--- config.mk ---
export PLATFORM = sky130hd
export DESIGN_NAME = usbfs_pkt_rx
export DESIGN_NICKNAME = d
export VERILOG_FILES = /design/src/rtl/usbrx_pkg.sv /design/src/rtl/usbrx_unstuff.sv /design/src/rtl/usbrx_crc.sv /design/src/rtl/usbfs_pkt_rx.sv
export SDC_FILE = /design/constraint.sdc
export NUM_CORES = 1
export LEC_CHECK = 0
export BUFFER_PORTS_ARGS = -buffer_cell sky130_fd_sc_hd__buf_2
export CORE_MARGIN = 1
export CORE_UTILIZATION = 54
export CTS_CLUSTER_DIAMETER = 50
export DETAILED_ROUTE_END_ITERATION = 7
export GPL_ROUTABILITY_DRIVEN = 0
export PLACE_DENSITY_LB_ADDON = 0.15
export SLEW_MARGIN = 30
export SYNTH_ARGS = -nofsm -noshare
export SYNTH_HDL_FRONTEND = slang
export SYNTH_SLANG_ARGS = --single-unit
--- constraint.sdc ---
create_clock -name clk -period 2.1 [get_ports clk]
set_clock_uncertainty 0.15 [all_clocks]
set_input_delay 0 -clock clk [delete_from_list [all_inputs] [get_ports clk]]
set_output_delay 0 -clock clk [all_outputs]
set_load 0.1 [all_outputs]
--- src/rtl/usbrx_pkg.sv ---
package usbrx_pkg;
    localparam logic [1:0] LN_SE0 = 2'b00;
    localparam logic [1:0] LN_J   = 2'b01;
    localparam logic [1:0] LN_K   = 2'b10;

    localparam int PID_BITS  = 8;
    localparam int ADDR_BITS = 7;
    localparam int ENDP_BITS = 4;
    localparam int CRC5_BITS = 5;
    localparam int CRC16_BITS = 16;
    localparam int BYTE_BITS = 8;
    localparam int HS_BITS   = PID_BITS;
    localparam int TOK_BITS  = PID_BITS + ADDR_BITS + ENDP_BITS + CRC5_BITS;
    localparam int DAT_BITS  = PID_BITS + BYTE_BITS + CRC16_BITS;

    localparam logic [3:0] PN_OUT   = 4'b0001;
    localparam logic [3:0] PN_IN    = 4'b1001;
    localparam logic [3:0] PN_DATA0 = 4'b0011;
    localparam logic [3:0] PN_DATA1 = 4'b1011;
    localparam logic [3:0] PN_ACK   = 4'b0010;
    localparam logic [3:0] PN_NAK   = 4'b1010;
    localparam logic [3:0] PN_STALL = 4'b1110;

    typedef enum logic {ST_HUNT, ST_BODY} rx_state_t;

    function automatic logic pid_good(input logic [7:0] p);
        return p[7:4] == ~p[3:0];
    endfunction
endpackage

--- src/rtl/usbrx_unstuff.sv ---
module usbrx_unstuff
    import usbrx_pkg::*;
#(
    parameter int RUN = 6
) (
    input  logic       clk,
    input  logic       rst_n,
    input  logic [1:0] line_st,
    input  logic       restart,
    input  logic       active,
    output logic       bit_val,
    output logic       bit_en,
    output logic       stuff_err
);
    localparam int OW = $clog2(RUN + 1);

    logic [1:0]    prev;
    logic [OW-1:0] ones;
    logic          is_bit;
    logic          at_stuff;

    assign is_bit    = active && (line_st == LN_J || line_st == LN_K);
    assign bit_val   = (line_st == prev);
    assign at_stuff  = (ones == OW'(RUN));
    assign bit_en    = is_bit && !at_stuff;
    assign stuff_err = is_bit && at_stuff && bit_val;

    always_ff @(posedge clk or negedge rst_n) begin
        if (!rst_n) begin
            prev <= LN_J;
            ones <= '0;
        end else begin
            prev <= line_st;
            if (restart) begin
                ones <= OW'(1);
            end else if (is_bit) begin
                if (at_stuff || !bit_val) ones <= '0;
                else                      ones <= ones + OW'(1);
            end
        end
    end
endmodule

--- src/rtl/usbrx_crc.sv ---
module usbrx_crc #(
    parameter int           W     = 5,
    parameter logic [W-1:0] POLY  = 5'b00101,
    parameter logic [W-1:0] RESID = 5'b01100
) (
    input  logic clk,
    input  logic rst_n,
    input  logic init,
    input  logic en,
    input  logic din,
    output logic match
);
    logic [W-1:0] crc;
    logic         fb;

    assign fb    = din ^ crc[W-1];
    assign match = (crc == RESID);

    always_ff @(posedge clk or negedge rst_n) begin
        if (!rst_n)    crc <= '1;
        else if (init) crc <= '1;
        else if (en)   crc <= {crc[W-2:0], 1'b0} ^ (fb ? POLY : '0);
    end
endmodule

--- src/rtl/usbfs_pkt_rx.sv ---
module usbfs_pkt_rx
    import usbrx_pkg::*;
#(
    parameter int STUFF_RUN = 6
) (
    input  logic       clk,
    input  logic       rst_n,
    input  logic [1:0] line_st,
    output logic       tok_valid,
    output logic       tok_dir,
    output logic [6:0] tok_addr,
    output logic [3:0] tok_endp,
    output logic       dat_valid,
    output logic [7:0] dat_byte,
    output logic       pkt_err
);
    localparam int SR_W   = DAT_BITS;
    localparam int CNT_W  = $clog2(SR_W + 2);
    localparam int HIST_N = 7;
    localparam logic [2*HIST_N-1:0] SYNC_HEAD =
        {LN_K, LN_J, LN_K, LN_J, LN_K, LN_J, LN_K};
    localparam logic [CNT_W-1:0] CNT_SAT = CNT_W'(SR_W + 1);

    rx_state_t           state, state_nx;
    logic [2*HIST_N-1:0] hist;
    logic                sync_now, eop_now, restart, done;
    logic                bit_val, bit_en, stuff_err, crc_en;
    logic                crc5_ok, crc16_ok;
    logic [SR_W-1:0]     sr;
    logic [CNT_W-1:0]    cnt;
    logic                bad, armed;
    logic [7:0]          tok_pid, dat_pid, hs_pid;
    logic                tok_ok, dat_ok, hs_ok;

    assign sync_now = (hist == SYNC_HEAD) && (line_st == LN_K);
    assign eop_now  = (hist[3:2] == LN_SE0) && (hist[1:0] == LN_SE0) && (line_st == LN_J);
    assign restart  = (state == ST_HUNT) && sync_now;
    assign done     = (state == ST_BODY) && eop_now;
    assign crc_en   = bit_en && (cnt >= CNT_W'(PID_BITS));

    always_ff @(posedge clk or negedge rst_n) begin
        if (!rst_n) hist <= {HIST_N{LN_J}};
        else        hist <= {hist[2*HIST_N-3:0], line_st};
    end

    always_ff @(posedge clk or negedge rst_n) begin
        if (!rst_n) state <= ST_HUNT;
        else        state <= state_nx;
    end

    always_comb begin
        state_nx = state;
        unique case (state)
            ST_HUNT: if (sync_now) state_nx = ST_BODY;
            ST_BODY: if (eop_now)  state_nx = ST_HUNT;
        endcase
    end

    usbrx_unstuff #(.RUN(STUFF_RUN)) u_unstuff (
        .clk(clk), .rst_n(rst_n), .line_st(line_st),
        .restart(restart), .active((state == ST_BODY) && !eop_now),
        .bit_val(bit_val), .bit_en(bit_en), .stuff_err(stuff_err)
    );

    usbrx_crc #(.W(CRC5_BITS), .POLY(5'b00101), .RESID(5'b01100)) u_crc5 (
        .clk(clk), .rst_n(rst_n), .init(restart), .en(crc_en),
        .din(bit_val), .match(crc5_ok)
    );

    usbrx_crc #(.W(CRC16_BITS), .POLY(16'h8005), .RESID(16'h800D)) u_crc16 (
        .clk(clk), .rst_n(rst_n), .init(restart), .en(crc_en),
        .din(bit_val), .match(crc16_ok)
    );

    always_ff @(posedge clk or negedge rst_n) begin
        if (!rst_n) begin
            sr  <= '0;
            cnt <= '0;
            bad <= 1'b0;
        end else if (restart) begin
            cnt <= '0;
            bad <= 1'b0;
        end else if (state == ST_BODY) begin
            if (bit_en) begin
                sr <= {bit_val, sr[SR_W-1:1]};
                if (cnt != CNT_SAT) cnt <= cnt + CNT_W'(1);
            end
            if (stuff_err) bad <= 1'b1;
        end
    end

    assign tok_pid = sr[SR_W-TOK_BITS +: PID_BITS];
    assign dat_pid = sr[SR_W-DAT_BITS +: PID_BITS];
    assign hs_pid  = sr[SR_W-HS_BITS  +: PID_BITS];

    assign tok_ok = pid_good(tok_pid) && crc5_ok &&
                    (tok_pid[3:0] == PN_OUT || tok_pid[3:0] == PN_IN);
    assign dat_ok = pid_good(dat_pid) && crc16_ok &&
                    (dat_pid[3:0] == PN_DATA0 || dat_pid[3:0] == PN_DATA1);
    assign hs_ok  = pid_good(hs_pid) &&
                    (hs_pid[3:0] == PN_ACK || hs_pid[3:0] == PN_NAK || hs_pid[3:0] == PN_STALL);

    always_ff @(posedge clk or negedge rst_n) begin
        if (!rst_n) begin
            tok_valid <= 1'b0;
            tok_dir   <= 1'b0;
            tok_addr  <= '0;
            tok_endp  <= '0;
            dat_valid <= 1'b0;
            dat_byte  <= '0;
            pkt_err   <= 1'b0;
            armed     <= 1'b0;
        end else begin
            tok_valid <= 1'b0;
            dat_valid <= 1'b0;
            pkt_err   <= 1'b0;
            if (done) begin
                if (cnt == CNT_W'(TOK_BITS)) begin
                    if (tok_ok && !bad) begin
                        tok_valid <= 1'b1;
                        tok_dir   <= (tok_pid[3:0] == PN_IN);
                        tok_addr  <= sr[SR_W-TOK_BITS+PID_BITS +: ADDR_BITS];
                        tok_endp  <= sr[SR_W-TOK_BITS+PID_BITS+ADDR_BITS +: ENDP_BITS];
                        armed     <= 1'b1;
                    end else begin
                        pkt_err <= 1'b1;
                        armed   <= 1'b0;
                    end
                end else if (cnt == CNT_W'(DAT_BITS)) begin
                    if (armed) begin
                        if (dat_ok && !bad) begin
                            dat_valid <= 1'b1;
                            dat_byte  <= sr[SR_W-DAT_BITS+PID_BITS +: BYTE_BITS];
                        end else begin
                            pkt_err <= 1'b1;
                        end
                    end
                end else if (cnt == CNT_W'(HS_BITS)) begin
                    if (!hs_ok || bad) pkt_err <= 1'b1;
                end else begin
                    pkt_err <= 1'b1;
                end
            end
        end
    end
endmodule

# Word level (Yosys, flattened, before mapping)
# Cells that the tools add are included.
op_classes:
  reduce_logical: 44
  n_lt_le_gt_ge: 1
  n_bitwise: 10
  eq_ne: 21
  muxes: 35
  addsub: 2
ops:
  columns: ["cell", "n"]
  rows:
  - ["$mux 16", 3]
  - ["$mux 6", 4]
  - ["$mux 1", 21]
  - ["$logic_and 1x1->1", 18]
  - ["$eq 16x16->1 const B", 1]
  - ["$eq 4x4->1 const B", 4]
  - ["$xor 16x16->16", 1]
  - ["$eq 14x14->1 const B", 1]
  - ["$eq 4x4->1", 3]
  - ["$mux 3", 4]
  - ["$not 4->4", 3]
  - ["$reduce_bool 2->1", 6]
  - ["$mux 5", 2]
  - ["$reduce_and 3->1", 3]
  - ["$eq 4x2->1 const B", 2]
  - ["$logic_or 1x1->1", 7]
  - ["$add 6x1->6 const B", 1]
  - ["$eq 6x4->1 const B", 1]
  - ["$eq 6x5->1 const B", 1]
  - ["$eq 6x6->1 const B", 1]
  - ["$ge 6x4->1 const B", 1]
  - ["$ne 6x6->1 const B", 1]
  - ["$eq 5x4->1 const B", 1]
  - ["$logic_not 1->1", 5]
  - ["other kinds (13)", 18]
word_totals:
  word_cells: 130
  out_inout_bits: 23
  in_bits: 4
  ff_bits: 104

# Depth between registers and ports, before layout
# Gate-level depths: netlist of run 1.
depth:
  ltp_word: 11
  ltp_mapped: 9
  mapped_depth_nobuf: 6

# Cells and area by module
# From an unflattened synthesis of run 1, not the netlist that was laid out.
hier_totals:
  hier_cells: 332
  area_unflattened_um2: 4516.8
by_module_without_submodules:
  columns: ["module", "n_inst", "area_per_inst_um2", "cells_per_inst", "seq_area_each_um2"]
  rows:
  - ["usbfs_pkt_rx", 1, 3194.3, 219, 1960.6]
  - ["usbrx_crc at u_crc16", 1, 757.0, 63, 420.4]
  - ["usbrx_unstuff", 1, 307.8, 30, 126.4]
  - ["usbrx_crc at u_crc5", 1, 257.7, 20, 131.4]

# Worst setup path after synthesis of run 1
# Ideal clock, no wire load.
synth_path:
  path_kind: "reg2reg"
  from: "reg cnt[0]"
  to: "reg tok_addr[0]"
  synth_period_minus_slack_ns: 2.227
  setup_time_ns: 0.125
  setup_slack_ns: -0.127
  path_stages_with_launch: 8
  required_ns: 1.825
  arrival_time_ns: 1.951
  n_path_buf: 1
  cell_sequence: "dfrtp_1 inv_1 ha_1 nor4bb_1 nand3b_1 nor4_4 buf_6 mux2_2"
synth_between:
  elab_chain_len: 2
synth_rtl:
  columns: ["element", "line_no", "source"]
  rows:
  - ["start, declared", "usbfs_pkt_rx.sv:30", "logic [CNT_W-1:0] cnt;"]
  - ["start signal, assigned", "usbfs_pkt_rx.sv:86", "if (cnt != CNT_SAT) cnt <= cnt + CNT_W'(1);"]
  - ["$eq 6x5->1", "usbfs_pkt_rx.sv:118", "if (cnt == CNT_W'(TOK_BITS)) begin"]
  - ["$reduce_and 3->1 (no line)", null, null]
  - ["end signal, assigned", "usbfs_pkt_rx.sv:122", "tok_addr <= sr[SR_W-TOK_BITS+PID_BITS +: ADDR_BITS];"]
  - ["end, declared", "usbfs_pkt_rx.sv:11", "output logic [6:0] tok_addr,"]
# No other way between the ends.
# A chain may end at the register's enable or synchronous reset.

# Worst setup path after layout of run 1
layout_path:
  from: "reg cnt[0]"
  to: "reg tok_addr[1]"
# The elaborated chain is that of the path after synthesis.

==> results of run 1 <==
## per-layer routing
layer  up-vias  global-route usage  routed length (um)
li1       1432                   -                   -
met1      1529               0.315                4030
met2        38               0.356                4240
met3        12              0.0352                 210
met4         0              0.0847                 133
met5         -                   0                   0
## logic make-up after synthesis
family,after synthesis
AOI/OAI and AO/OA,50
xor gates and xnor gates,8
adders and majority gates,7
buffers and inverters,22
DFF,102
muxes,23
and+or+nand+nor,164
## power breakdown
group	switching [mW]	total (mW)	internal [mW]	leakage, nW
Combinational	0.0670	0.109	0.0423	1.16
Sequential	0.0125	2.00	1.99	1.30
Clock	0.700	1.30	0.602	0.109
## how the worst max path moves through the flow
stage / endpoint / slack, ps / depth (start not counted)
4_1_cts: dat_byte[0]$_DFFE_PN0P_ / -20 / 6
6_report: tok_addr[1]$_DFFE_PN0P_ / -40 / 7
2_1_floorplan: tok_addr[0]$_DFFE_PN0P_ / -5 / 7
5_1_grt: tok_addr[1]$_DFFE_PN0P_ / -150 / 7
3_3_place_gp: dat_byte[6]$_DFFE_PN0P_ / -70 / 5
3_5_place_dp: dat_byte[0]$_DFFE_PN0P_ / -80 / 5
## synth_stat cells, drive strengths merged (3+ instances only)
cell     instances
o21ai            9
nor4b            4
mux2            19
dfstp           28
ha               7
xnor2            3
nand2b           4
mux2i            4
dfrtp           74
nor4             5
nand3            5
a2bb2oi          3
nor4bb           6
nor2             8
xor2             3
a21oi            8
nand4            6
nand2          111
inv              8
o211ai           4
clkbuf           6
o22a            16
buf              8
## cells in the final DEF (no fill, tap or decap), types with 6 or more instances in the layout
cell,Yosys,layout
a21oi_1,8,7
buf_2,5,25
buf_4,1,30
buf_6,2,6
clkbuf_8,0,10
dfrtp_1,74,73
dfstp_2,28,28
ha_1,7,6
inv_1,8,6
mux2_2,19,7
mux2_4,0,12
nand2_1,111,111
nand4_1,6,6
nor2_1,8,8
o21ai_0,8,8
o22a_1,16,16
## critical path, cell delays in order, from the launching register on
cell      delay (ps)
dfrtp_1          420
inv_2             80
ha_4             130
nor4bb_4         210
nand3b_1         160
nor4_4           370
buf_6            210
mux2_4           320
## what timing repair did
| item | in CTS | in global routing |
|---|---|---|
| setup buffers | 1 | 5 |
| gates resized for setup | 8 | 19 |
| hold buffers | 4 | 0 |
| endpoints found under the setup margin | 30 | 50 |
| pin swaps | 4 | 5 |
| endpoints found under the hold margin | 82 | 0 |
| cloned | 0 | 0 |
## stage by stage
| step | setup TNS (ps) | cells | instance area [um^2] | power [mW] |
|---|---|---|---|---|
| floorplan | -40.8 | 376 | 4350 | 2.06 |
| global placement | -538 | 522 | 4800 | 2.13 |
| detailed placement | -897 | 522 | 4800 | 2.13 |
| CTS | -152 | 543 | 5110 | 3.44 |
| global route | -2360 | 548 | 5230 | 3.53 |
| finish | -355 | 548 | 5230 | 3.41 |
## layout make-up
cell class	instances	share of cell area
flip-flops and latches	102	0.495
repair buffers	68	0.101
multi-input cells	252	0.333
inverters	8	0.00574
clock buffers	10	0.0263
clock inverters	6	0.0146
well taps	102	0.0244
## flip-flops by register name, summed over array words and instances (netlist names)
name and cells:
u_crc5.crc 5, pkt_err 1, hist 13, u_crc16.crc 16
bad 1, u_unstuff.prev 1, tok_dir 1, dat_valid 1
armed 1, u_unstuff.ones 3, tok_addr 7, tok_valid 1
cnt 6, dat_byte 8, sr 32, state 1
tok_endp 4
==> flow_summary.toml, run 1 <==
[drt]
drt_wl_total_um = 8620
vias_per_cell = 5.49
drt-wirelength-per-cell_um = 15.7
drtAntennaViolNets = 0
drt_pass1_iterations = 4
drc = 0
first_iter_violations = 95
num_vias = 3011

[logic_synthesis]
yosysWarnings = 0
synth_enable_flop_cells = 0
synthArstFlopShare = 1.00
ys_types = 52
synth_top_area_frac = 0.428
synth_top_family_by_area = "simple AND/OR/NAND/NOR gates"
ys.flop_type = "dfrtp_1"
avgSynthCellArea_um2 = 11.5
synth_fa_ha_area_frac = 0.0202
synth_nets = 387
yosysSeqAreaShare = 0.598
synth_seq_cells = 102
synth-simple-area-share = 0.189
synth_xor_area_frac = 0.0234
synthCells = 376
synth_mux_area_frac = 0.0587
synth_compound_area_frac = 0.0859
synth_area_um2 = 4330
synthTopCellsByArea = "dfrtp_1 43%, dfstp_2 17%, nand2_1 9.6%, mux2_2 4.9%, o22a_1 3.2%"
synth_area_leader_cell = "dfrtp_1"

[die]
die_w_um = 91.5
dieArea_um2 = 8380
ios = 27
core_um2 = 7730
die_h_um = 91.5
initial_utilization = 0.560
rows = 32

[worst_setup_path]
cp-start-kind = "register"
rr_worst_depth = 7
crit_type = "reg2reg"
cp.arrival_ps = 2260
startpoint = "cnt[0]$_DFFE_PN0P_"
r2r-start = "cnt[0]$_DFFE_PN0P_"
r2r_end = "tok_addr[1]$_DFFE_PN0P_"
worstPathMaxFanout = 8
cp-end-kind = "register"
worstPathRequired_ps = 2220
rrSetupSlack_ps = -40

[placed_design]
dp_hpwl_um = 5710
io_buffers = 26
place_ws_ps = -79.5

[clock_network]
clk_latency_ps = 370
clock_tree.root_cell = "clkbuf_8"
cts_tree = "done"
numCtsBuffers = 9
clockBufferDepth = 2
ctsHtreeMaxLevel = 3
clkSlewWorstSetupHoldPaths_ps = 100
cts.sinks = 102

[layout]
ff_latch_area_um2 = 2590
nNetsFinal = 452
num_antenna_cells = 0
drive_gt1_frac = 0.327
fillerInstances = 574
multi_input_area_um2 = 1740
final_core_util = 0.677
syn_to_final_growth_pct = 20.9

[timing]
finalMaxSlewViolations = 0
tightest_slew_ps = 489
setup_viol = 16
finalHoldViolCount = 0
min_period_over_period = 1.02
holdWs_ps = 68.6
setup_ws_ps = -37.5
max_slew_margin = 0.672
fmax_ghz = 0.468
rsz0062_at_grt = "yes"
fin_crit_ps = 2140

[min_path]
hold_class = "in2async"

[global_route]
grt_max_degree = 35
grt_pass1_vias = 3007
antenna_found_initial = 0
grt_pass1_wl_um = 14700
gr-total-overflow = 0
grtUsageTotal = 0.225

[status]
violations = "negative setup slack"
status = "finished with violations"

[power_and_ir_drop]
p_per_area_nw_per_um2 = 652
leakage_nw = 2.56
vdd_drop_max_mv = 0.404

[flow_run]
drv_cap = 0
(Power assumes the default switching activity.)
==> run 2, diff against run 1 <==
--- a/config.mk
+++ b/config.mk
@@ -5,9 +5,10 @@
 export SDC_FILE = /design/constraint.sdc
 export NUM_CORES = 1
 export LEC_CHECK = 0
+export ABC_AREA = 1
 export BUFFER_PORTS_ARGS = -buffer_cell sky130_fd_sc_hd__buf_2
 export CORE_MARGIN = 1
-export CORE_UTILIZATION = 54
+export CORE_UTILIZATION = 55
 export CTS_CLUSTER_DIAMETER = 50
 export DETAILED_ROUTE_END_ITERATION = 7
 export GPL_ROUTABILITY_DRIVEN = 0
==> run 2 against run 1 <==
  * The flow now finishes without violations
  * First-iteration DRC count grew 96%
  * Final area up 2.7%
  * Wire length up 7.7%
  * Total power down 0.99%
  * Clock-buffer cell count is 2 higher
  * Critical path type unchanged
  * Highest routed layer unchanged
==> flow_summary.toml, run 2 <==
[logic_synthesis]
synth_compound_area_frac = 0.0345
synth_fa_ha_area_frac = 0.0180
post-synth-top-count-cell = "nand2_1"
synth_top_family_by_area = "simple AND/OR/NAND/NOR gates"
avgSynthCellArea_um2 = 8.26
yosysSeqAreaShare = 0.532
synthTopCellsByArea = "dfrtp_1 38%, nand2_1 17%, dfstp_2 15%, nand3_1 7.1%, inv_1 5.2%"
synthCells = 589
ys.flop_type = "dfrtp_1"
synthArstFlopShare = 1.00
synth-simple-area-share = 0.326
ys_types = 33
synth_area_leader_cell = "dfrtp_1"
synth_mux_area_frac = 0
synth_enable_flop_cells = 0
yosysWarnings = 0
synth_top_area_frac = 0.381
synth_xor_area_frac = 0.00720
synth_area_um2 = 4870
synth_seq_cells = 102
synth_nets = 600
synth.cells.most_frequent = "223 x nand2_1, 74 x dfrtp_1, 69 x nand3_1"

[clock_network]
cts.sinks = 102
cts_tree = "done"
numCtsBuffers = 9
clockBufferDepth = 2
clkSlewWorstSetupHoldPaths_ps = 90
ctsHtreeMaxLevel = 3
clock_tree.root_cell = "clkbuf_8"
clk_latency_ps = 370

[global_route]
grtUsageTotal = 0.226
grt_pass1_wl_um = 16000
antenna_found_initial = 0
gr-total-overflow = 0
grt_pass1_vias = 3509
grt_max_degree = 51

[timing]
fmax_ghz = 0.523
tightest_slew_ps = 489
fin_crit_ps = 1910
max_slew_margin = 0.676
holdWs_ps = 171
finalMaxSlewViolations = 0
setup_viol = 0
tns_ps = 0
finalHoldViolCount = 0
min_period_over_period = 0.911

[die]
initial_utilization = 0.581
die_h_um = 96.1
dieArea_um2 = 9230
ios = 27
die_w_um = 96.1
core_um2 = 8380
rows = 33

[worst_setup_path]
cp-end-kind = "register"
rrSetupSlack_ps = 190
cp.arrival_ps = 2020
crit_type = "reg2reg"
crit_buf_inv = 2
crit_chain = "inv_1, ha_1, inv_1, nor2_2, nand2_1, nor2_2, nand3_2, nor2_4, nand2_4, nand2_1, nand2_1"
slowest_stage = "dfrtp_2"
path_delay_family = "simple AND/OR/NAND/NOR gates"
worstPathRequired_ps = 2200
critPathMaxStageDelay_ps = 450
cp-start-kind = "register"
cpMostUsedCell = "nand2_1"
worstPathMaxFanout = 14

[drt]
drc = 0
num_vias = 3719
drt-wirelength-per-cell_um = 12.7
vias_per_cell = 5.07
drtAntennaViolNets = 0
drt_wl_total_um = 9290
drt_pass1_iterations = 4
first_iter_violations = 186

[layout]
num_antenna_cells = 0
layout_common_cells = "223 x nand2_1, 73 x dfrtp_1, 69 x nand3_1"
top_register = "sr"
final_core_util = 0.641
nNetsFinal = 634
fillerInstances = 743
largest_register_ffs = 32
syn_to_final_growth_pct = 10.4
final_common_cell = "nand2_1"
drive_gt1_frac = 0.161
reg.largest.list = "sr: 32 flops, u_crc16.crc: 16 flops, hist: 13 flops"

[status]
status = "finished clean"

[power_and_ir_drop]
leakage_nw = 2.98
p_per_area_nw_per_um2 = 628
vdd_drop_max_mv = 0.324

[placed_design]
io_buffers = 26
dp_hpwl_um = 6280

[min_path]
hold_class = "in2reg"

[flow_run]
drv_cap = 0
-- run 2: changes by cell type after synthesis, moves of 6 or more --
cell and change:
a21oi_1 -8, inv_1 +60, nor2_1 +20, o21ai_0 +18, nor4bb_1 -6, nand2_1 +112
o22a_1 -16, mux2_2 -19, nand3_1 +64
-- run 2: metrics by stage --
stage | setup slack (ps) | instances | area [um^2] | power [mW]
3_3_place_gp | 241 | 711 | 5100 | 2.14
5_1_grt | -22.1 | 733 | 5370 | 3.50
2_1_floorplan | 315 | 589 | 4870 | 2.08
4_1_cts | 134 | 732 | 5360 | 3.42
3_5_place_dp | 164 | 711 | 5100 | 2.14
6_report | 187 | 733 | 5370 | 3.38
-- run 2: kinds of logic (layout without fill, tap and decap cells) --
family                     count (synthesis)  count (layout)
buffers and inverters                     91             130
DFF                                      102             102
adders and majority gates                  7               7
and+or+nand+nor                          354             354
AOI/OAI and AO/OA                         31              31
xor gates and xnor gates                   4               4
-- run 2: what timing repair did --
action                                  in CTS  in global routing
resized for setup                            0                  1
buffers inserted                             0                  1
endpoints found under the setup margin       0                 13
hold buffers                                 5                  0
hold endpoints to repair                    77                  0
-- run 2: layout make-up --
type / count / area [um^2] / share of cell area
sequential: 102 / 2590 / 0.482
multi-input combinational: 396 / 1880 / 0.349
timing repair buffer: 43 / 308 / 0.0573
inverter: 71 / 267 / 0.0496
clock buffer: 12 / 145 / 0.0270
tap: 105 / 131 / 0.0245
clock inverter: 4 / 55.1 / 0.0102
-- run 2: path summary, 6_finish.rpt --
path	startpoint	to	depth (start not counted)
max in group asynchronous	rst_n	u_crc16.crc[15]$_DFFE_PN1P_	4
min	line_st[0]	u_unstuff.prev[0]$_DFF_PN1_	2
min reg2reg	hist[4]$_DFF_PN1_	hist[6]$_DFF_PN1_	0
min in group asynchronous	rst_n	tok_addr[3]$_DFFE_PN0P_	4
max reg2reg	cnt[0]$_DFFE_PN0P_	tok_endp[2]$_DFFE_PN0P_	11
max	cnt[0]$_DFFE_PN0P_	tok_endp[2]$_DFFE_PN0P_	11
-- run 2: routing by layer --
layer  global-route usage  up-vias  routed length (um)
li1                     -     1902                   -
met1                0.303     1739                4530
met2                0.363       65                4300
met3               0.0348       13                 281
met4                0.101        0                 169
met5                    0        -                   0
-- run 2: where the power goes --
group / leakage (nW) / internal [mW] / total (mW) / switching (mW)
registers: 1.26 / 1.99 / 2.00 / 0.0152
logic: 1.62 / 0.0336 / 0.109 / 0.0757
clock network: 0.0972 / 0.592 / 1.26 / 0.671
total: 2.98 / 2.61 / 3.38 / 0.762
==> run 3, diff against run 2 <==
==> constraint.sdc (replaced) <==
create_clock -name clk -period 1.66 [get_ports clk]
set_clock_uncertainty 0.15 [all_clocks]
set_input_delay 0 -clock clk [delete_from_list [all_inputs] [get_ports clk]]
set_output_delay 0 -clock clk [all_outputs]
set_load 0.1 [all_outputs]
==> run 3 against run 2 <==
  * The flow now finishes with violations (negative setup slack)
  * Via count rose by 15%
  * First-iteration DRC count rose by 68%
  * Final area rose by 22%
  * Die area did not move
  * Total power rose by 28%
  * Critical endpoint is now u_unstuff.ones[1]$_DFFE_PN0P_
  * Register-to-register slack got worse by 340 ps
  * Largest power group unchanged
  * Hold slack got worse by 160 ps
  * Clock power rose by 28%
  * Sequential power rose by 27%
==> flow_summary.toml, run 3 (synthesized netlist as in run 2, its figures left out) <==
[status]
status = "finished with violations"
violations = "negative setup slack"

[clock_network]
clk_latency_ps = 360
clock_tree.root_cell = "clkbuf_8"
cts.sinks = 102
ctsHtreeMaxLevel = 3
clockBufferDepth = 2
clkSlewWorstSetupHoldPaths_ps = 90
numCtsBuffers = 9
cts_tree = "done"

[global_route]
grt_pass1_wl_um = 16800
grt_pass1_vias = 3786
grt_max_degree = 49
antenna_found_initial = 0
grtUsageTotal = 0.236
gr-total-overflow = 0

[flow_run]
drv_cap = 0

[worst_setup_path]
crit_chain = "buf_6, nand4_1, nor2_2, nand3_4, buf_12, nand3_4, o31ai_4"
path_delay_family = "flip-flops"
critPathMaxStageDelay_ps = 570
crit_buf_inv = 2
crit_type = "reg2reg"
worstPathMaxFanout = 8
cpMostUsedCell = "nand3_4"
cp-end-kind = "register"
worstPathRequired_ps = 1760
cp-start-kind = "register"
slowest_stage = "dfstp_2"
rrSetupSlack_ps = -150
cp.arrival_ps = 1910

[drt]
vias_per_cell = 5.45
num_vias = 4268
first_iter_violations = 313
drt_pass1_iterations = 5
drt_wl_total_um = 12500
drtAntennaViolNets = 0
drt-wirelength-per-cell_um = 16.0
drc = 0

[layout]
layout_common_cells = "159 x nand2_1, 73 x dfrtp_1, 60 x inv_1"
largest_register_ffs = 32
final_cell_area_um2 = 6540
top_register = "sr"
fillerInstances = 546
syn_to_final_growth_pct = 34.3
final_core_util = 0.780
drive_gt1_frac = 0.394
final_common_cell = "nand2_1"
nNetsFinal = 684
reg.largest.list = "sr: 32 flops, u_crc16.crc: 16 flops, hist: 13 flops"
num_antenna_cells = 0

[power_and_ir_drop]
vdd_drop_max_mv = 0.468
p_per_area_nw_per_um2 = 664
leakage_nw = 3.57
finalPower_mw = 4.34

[die]
die_w_um = 96.1
ios = 27
core_um2 = 8380
die_h_um = 96.1
rows = 33
initial_utilization = 0.581
dieArea_um2 = 9230

[timing]
rsz0062_at_grt = "yes"
fin_crit_ps = 1810
tightest_slew_ps = 488
finalHoldViolCount = 0
finalMaxSlewViolations = 0
holdWs_ps = 9.49
max_slew_margin = 0.677
setup_viol = 67
fmax_ghz = 0.552
setup_ws_ps = -152
min_period_over_period = 1.09

[placed_design]
place_ws_ps = -98.3
io_buffers = 26
dp_hpwl_um = 6510
postPlaceCellArea_um2 = 5340

[min_path]
hold_class = "in2reg"
run 3: cell count changes in the layout (fill, tap and decap cells not counted), moves of 8 or more:
cell / change
buf_4: +23
inv_1: -8
nand2_1: -64
nand2_2: +46
nand2_4: +18
nand3_1: -25
nand3_2: +22
nor2_1: -10
o21ai_0: -8
run 3: area by class of cell:
cell class	count	area, um^2	share of cell area
sequential	102	2590	0.396
multi-input combinational	398	2410	0.370
timing repair buffer	91	927	0.142
inverter	71	273	0.0417
clock inverter	5	58.8	0.00900
clock buffer	11	141	0.0216
tap	105	131	0.0201
run 3: worst reg2reg max path, stage by stage, from the launching register on:
cell and delay, ps:
dfstp_2 570, buf_6 100, nand4_1 90, nor2_2 180, nand3_4 220, buf_12 240
nand3_4 70, o31ai_4 80
run 3: per-layer routing:
layer  part of all wire  up-vias  track usage
met5                  0        -            0
met1               0.43     2086        0.316
li1                   -     2016            -
met4              0.022        0       0.0871
met2               0.50      136        0.393
met3              0.048       30       0.0300
run 3: worst paths after layout:
check / depth (start not counted) / from / endpoint
min in group asynchronous: 3 / rst_n / tok_valid$_DFF_PN0_
min reg2reg: 0 / hist[4]$_DFF_PN1_ / hist[6]$_DFF_PN1_
max in group asynchronous: 4 / rst_n / u_crc16.crc[5]$_DFFE_PN1P_
min: 6 / line_st[0] / u_unstuff.ones[0]$_DFFE_PN0P_
max reg2reg: 7 / hist[10]$_DFF_PN1_ / u_unstuff.ones[1]$_DFFE_PN0P_
max: 7 / hist[10]$_DFF_PN1_ / u_unstuff.ones[1]$_DFFE_PN0P_
run 3: power breakdown:
| part | switching [mW] | internal [mW] | leakage, nW |
|---|---|---|---|
| clock | 0.868 | 0.741 | 0.0972 |
| sequential | 0.0234 | 2.52 | 1.26 |
| combinational | 0.121 | 0.0676 | 2.21 |
| total | 1.01 | 3.32 | 3.57 |
run 3: what timing repair did:
action | CTS | global route
hold buffers | 4 | 0
pin swaps | 6 | 56
endpoints found under the setup margin | 44 | 86
gates cloned | 3 | 12
buffers inserted | 11 | 5
hold endpoints to repair | 97 | 0
gates resized for setup | 28 | 141
run 3: stage by stage:
stage	cells	setup TNS, ps
final	783	-5630
after global routing	783	-11120
after CTS	768	-1160
after detailed placement	734	-2280
after global placement	734	-720
after floorplan	589	-878
